==> src/rtl/rxq_status_pkg.sv <==
package rxq_status_pkg;

   // Register fields are numbered from the most significant bit (index 0).
   // This converts such an index into an LSB-based vector index.
   function automatic int msb_idx(input int pos, input int width);
      return width - 1 - pos;
   endfunction

   // Mask of every defined bit for a given layout.
   function automatic logic [63:0] field_mask(input int nq, input int width,
                                              input int hbase, input int ebase);
      logic [63:0] m;
      m = '0;
      for (int q = 0; q < nq; q++) begin
         m[width - 1 - hbase - q] = 1'b1;
         m[width - 1 - ebase - q] = 1'b1;
      end
      return m;
   endfunction

endpackage

==> src/rtl/rxq_w1c_bank.sv <==
module rxq_w1c_bank #(
   parameter int N = 8
) (
   input  logic         clk,
   input  logic         rst_n,
   input  logic [N-1:0] set_i,
   input  logic [N-1:0] clr_i,
   output logic [N-1:0] flags_o,
   output logic [N-1:0] flags_nxt_o
);

   logic [N-1:0] flags_q;

   // Set has priority over a simultaneous clear.
   assign flags_nxt_o = (flags_q & ~clr_i) | set_i;

   always_ff @(posedge clk) begin
      if (!rst_n) flags_q <= '0;
      else        flags_q <= flags_nxt_o;
   end

   assign flags_o = flags_q;

endmodule

==> src/rtl/rxq_reg_map.sv <==
module rxq_reg_map
   import rxq_status_pkg::*;
#(
   parameter int NUM_Q     = 8,
   parameter int REG_W     = 32,
   parameter int HALT_BASE = 8,
   parameter int EVT_BASE  = 24
) (
   input  logic [NUM_Q-1:0] halt_i,
   input  logic [NUM_Q-1:0] evt_i,
   input  logic [REG_W-1:0] wdata_i,
   input  logic             wr_i,
   output logic [REG_W-1:0] rdata_o,
   output logic [NUM_Q-1:0] halt_clr_o,
   output logic [NUM_Q-1:0] evt_clr_o
);

   localparam logic [63:0]      MASK64   = field_mask(NUM_Q, REG_W, HALT_BASE, EVT_BASE);
   localparam logic [REG_W-1:0] DEF_MASK = MASK64[REG_W-1:0];

   logic [REG_W-1:0] unused_wbits;
   assign unused_wbits = wdata_i & ~DEF_MASK;

   for (genvar q = 0; q < NUM_Q; q++) begin : g_q
      localparam int HP = msb_idx(HALT_BASE + q, REG_W);
      localparam int EP = msb_idx(EVT_BASE + q, REG_W);
      assign halt_clr_o[q] = wr_i & wdata_i[HP];
      assign evt_clr_o[q]  = wr_i & wdata_i[EP];
   end

   always_comb begin
      rdata_o = '0;
      for (int q = 0; q < NUM_Q; q++) begin
         rdata_o[msb_idx(HALT_BASE + q, REG_W)] = halt_i[q];
         rdata_o[msb_idx(EVT_BASE + q, REG_W)]  = evt_i[q];
      end
   end

endmodule

==> src/rtl/rxq_status_reg.sv <==
module rxq_status_reg #(
   parameter int NUM_Q     = 8,
   parameter int REG_W     = 32,
   parameter int HALT_BASE = 8,
   parameter int EVT_BASE  = 24,
   parameter bit REG_IRQ   = 1'b0
) (
   input  logic             clk,
   input  logic             rst_n,
   input  logic [NUM_Q-1:0] frame_evt,
   input  logic [NUM_Q-1:0] starve_evt,
   input  logic [NUM_Q-1:0] err_evt,
   input  logic             graceful_stop,
   input  logic [REG_W-1:0] reg_wdata,
   input  logic             reg_wr,
   output logic [REG_W-1:0] reg_rdata,
   output logic [NUM_Q-1:0] q_discard,
   output logic             irq
);

   localparam int NFLAG = 2 * NUM_Q;

   if (NUM_Q < 1 || NUM_Q > REG_W / 2) begin : g_bad_nq
      $error("rxq_status_reg: NUM_Q out of range");
   end
   if (HALT_BASE < 0 || HALT_BASE + NUM_Q > REG_W ||
       EVT_BASE < 0 || EVT_BASE + NUM_Q > REG_W) begin : g_bad_base
      $error("rxq_status_reg: field does not fit the register");
   end
   if (!(HALT_BASE + NUM_Q <= EVT_BASE || EVT_BASE + NUM_Q <= HALT_BASE)) begin : g_bad_ovl
      $error("rxq_status_reg: halt and event fields overlap");
   end

   // A graceful stop never reaches the halt flags.
   logic unused_stop;
   assign unused_stop = graceful_stop;

   logic [NUM_Q-1:0] halt_q, evt_q, halt_clr, evt_clr;
   logic [NFLAG-1:0] flags, flags_nxt;

   rxq_reg_map #(
      .NUM_Q(NUM_Q), .REG_W(REG_W), .HALT_BASE(HALT_BASE), .EVT_BASE(EVT_BASE)
   ) u_map (
      .halt_i     (halt_q),
      .evt_i      (evt_q),
      .wdata_i    (reg_wdata),
      .wr_i       (reg_wr),
      .rdata_o    (reg_rdata),
      .halt_clr_o (halt_clr),
      .evt_clr_o  (evt_clr)
   );

   rxq_w1c_bank #(.N(NFLAG)) u_bank (
      .clk         (clk),
      .rst_n       (rst_n),
      .set_i       ({starve_evt | err_evt, frame_evt}),
      .clr_i       ({halt_clr, evt_clr}),
      .flags_o     (flags),
      .flags_nxt_o (flags_nxt)
   );

   assign evt_q     = flags[NUM_Q-1:0];
   assign halt_q    = flags[NFLAG-1:NUM_Q];
   assign q_discard = halt_q;

   if (REG_IRQ) begin : g_irq_reg
      // Flop fed from next state, so timing matches the flags.
      logic irq_q;
      always_ff @(posedge clk) begin
         if (!rst_n) irq_q <= 1'b0;
         else        irq_q <= |flags_nxt;
      end
      assign irq = irq_q;
   end else begin : g_irq_comb
      logic [NFLAG-1:0] unused_nxt;
      assign unused_nxt = flags_nxt;
      assign irq = |flags;
   end

endmodule

==> config.mk <==
export PLATFORM = sky130hd
export DESIGN_NAME = rxq_status_reg
export DESIGN_NICKNAME = d
export VERILOG_FILES = /design/src/rtl/rxq_status_pkg.sv /design/src/rtl/rxq_w1c_bank.sv /design/src/rtl/rxq_reg_map.sv /design/src/rtl/rxq_status_reg.sv
export SDC_FILE = /design/constraint.sdc
export NUM_CORES = 1
export LEC_CHECK = 0
export BUFFER_PORTS_ARGS = -buffer_cell sky130_fd_sc_hd__buf_2
export CORE_ASPECT_RATIO = 0.6
export CORE_MARGIN = 8
export CORE_UTILIZATION = 34
export DETAILED_ROUTE_END_ITERATION = 12
export PLACE_DENSITY = 0.84
export SYNTH_ARGS = -nofsm -noshare
export SYNTH_HDL_FRONTEND = slang
export SYNTH_SLANG_ARGS = --single-unit
==> constraint.sdc <==
create_clock -name clk -period 1.9 [get_ports clk]
set_input_delay 0.57 -clock clk [delete_from_list [all_inputs] [get_ports clk]]
set_output_delay 0.57 -clock clk [all_outputs]
set_load 0.01 [all_outputs]
==> results.json <==
{
  "syn_area_per_cell_um2": 10.1,
  "grt.total_usage_pct": 11.2,
  "grt_pass1_wl_um": 3730,
  "clock_path_buffers": 2,
  "clk_latency_ns": 0.25,
  "drt_iter0_drc": 15,
  "drt-wirelength-per-cell_um": 14.8,
  "die_y_um": 53.9,
  "synth_top_area_share_pct": 39.3,
  "setup_violations": 0,
  "maxUsedRoutingLayer": "met4",
  "critPathKind": "flop to output port",
  "met3_length_um": 465,
  "placeableCoreArea_um2": 2210,
  "critPathArrivalTime_ns": 1.24,
  "crit_fanout": 4,
  "clockRootBuffer": "clkbuf_8",
  "skew_ns": 0,
  "internal_power_uw": 626,
  "period_minus_slack_ns": 1.81,
  "die_w_um": 79.2,
  "grt-ovfl-total": 0,
  "rsz0062_at_grt": "false",
  "die-area_um2": 4270,
  "viasPerCell": 4.54,
  "rows": 13,
  "antenna_left": 0,
  "ff2ff_setup_slack_ns": 1.06,
  "num_io_pins": 101,
  "netlist_area_um2": 815,
  "fmax_mhz": 552,
  "critPathCaptureType": "output port",
  "postCtsSetupBuffers": 0,
  "detailroute.via_count": 772,
  "initial_core_util_pct": 36.8,
  "drc": 0,
  "swShare_pct": 26.1,
  "largest_reg_flops": 16,
  "post-route-period-util_pct": 95.3,
  "synth_cells": 81,
  "power_frac_clock_pct": 35.6,
  "yosys_warnings": 0,
  "tns_ns": 0,
  "routed_wl_um": 2520,
  "worstHoldPathType": "input port to flop",
  "p_comb_share_pct": 19.4,
  "crit_required_ns": 1.33,
  "syn_to_final_growth_pct": 35.5,
  "p_sw_uw": 221,
  "vdd_ir_drop_max_uv": 378,
  "nets": 201,
  "drv_slew": 0,
  "status": "completed",
  "grt_pass1_vias": 814,
  "cts.sinks": 16,
  "cts_tree": "yes",
  "drive_above_1_share_pct": 52.9,
  "design_area_um2": 1100,
  "yosysTopAreaCell": "dfxtp_1",
  "portBuffers": 67,
  "ys_types": 12,
  "ys_seq_elements": 16,
  "antenna_found_initial": 0,
  "hold_viol_final": 0,
  "fillers": 217,
  "power_leakage_nw": 0.564,
  "numCtsBuffers": 3,
  "grt_max_degree": 17,
  "cp-start-kind": "flop",
  "gp_congestion": 0.736,
  "power_density_nw_per_um2": 767,
  "yosysSeqAreaShare_pct": 39.3,
  "route.met2.wl_um": 1080,
  "clk_pin_slew_ns": 0.07,
  "placed_cell_area_um2": 1040,
  "antenna_cells": 0,
  "seqPwrFrac_pct": 45.0,
  "wl_met1_um": 967,
  "ys_top_cells_by_area": "dfxtp_1 39%, buf_4 22%, a21boi_0 13%",
  "dp_hpwl_um": 2130,
  "htreeDepth": 1,
  "max_cap_viol_count": 0,
  "first_pass_iters": 2
}
==> stage by stage <==
stage	cells	power, mW	setup slack, ns	hold WS (ns)	utilization (%)
2_1_floorplan	96	0.504	0.557	0.652	-
3_3_place_gp	166	0.545	0.282	0.615	47.1
3_5_place_dp	166	0.551	0.281	0.631	47.1
4_1_cts	170	0.864	0.0745	0.518	49.9
5_1_grt	170	0.896	0.0154	0.517	49.9
6_report	170	0.847	0.0900	0.526	49.9
==> cell families after synthesis <==
kind of cell           synth area share, %
and+or+nand+nor                       3.84
AOI/OAI and AO/OA                     31.6
DFF                                   39.3
buffers and inverters                 24.7
other                                0.460
==> Yosys cell counts <==
cell type and count:
clkbuf_2 1, nor4_1 4, nand4_1 1, buf_2 1, o21a_1 8, dfxtp_1 16, buf_4 24, conb_1 1
a21boi_2 2, buf_6 1, o31a_1 8, a21boi_0 14
==> layout make-up <==
cell class              instances  area (µm²)  area share, %
clock buffers                   4        55.1           4.99
well taps                      30        37.5           3.40
flip-flops and latches         16         320           29.0
repair buffers                 67         335           30.4
multi-input cells              53         355           32.2
==> final timing paths <==
kind,start,depth (start not counted),to
worst min-delay path,frame_evt[0],2,u_bank.flags_o[0]
worst max register to register,u_bank.flags_o[9],2,u_bank.flags_o[9]
worst min register to register,u_bank.flags_o[4],2,u_bank.flags_o[4]
worst max-delay path,u_bank.flags_o[13],3,irq
==> layout by cell type, fill, tap and decap left out, drive strengths merged <==
cell type | Yosys | final
a21boi | 16 | 16
buf | 26 | 67
clkbuf | 1 | 4
conb | 1 | 16
dfxtp | 16 | 16
nand4 | 1 | 1
nor4 | 4 | 4
o21a | 8 | 8
o31a | 8 | 8
==> per-layer routing <==
metal	vias up	GRT usage (%)
li1	369	-
met1	345	11.2
met2	56	18.7
met3	2	8.31
met4	0	2.74
met5	-	0
==> critical path, stage by stage (launching register included) <==
cell	delay [ns]
dfxtp_1	0.34
nor4_2	0.37
nand4_1	0.12
buf_2	0.16
==> power groups by stage <==
stage	clock [mW]	combinational, mW	sequential (mW)
2_1_floorplan	0	0.108	0.396
3_3_place_gp	0	0.161	0.385
3_5_place_dp	0	0.164	0.387
4_1_cts	0.318	0.165	0.381
5_1_grt	0.330	0.181	0.384
6_report	0.302	0.164	0.381
==> repair_timing <==
item | 4_1_cts | 5_1_grt
hold buffers | 0 | 0
setup endpoints to repair | 1 | 0
gates resized for setup | 1 | 0
(Power assumes the default switching activity.)
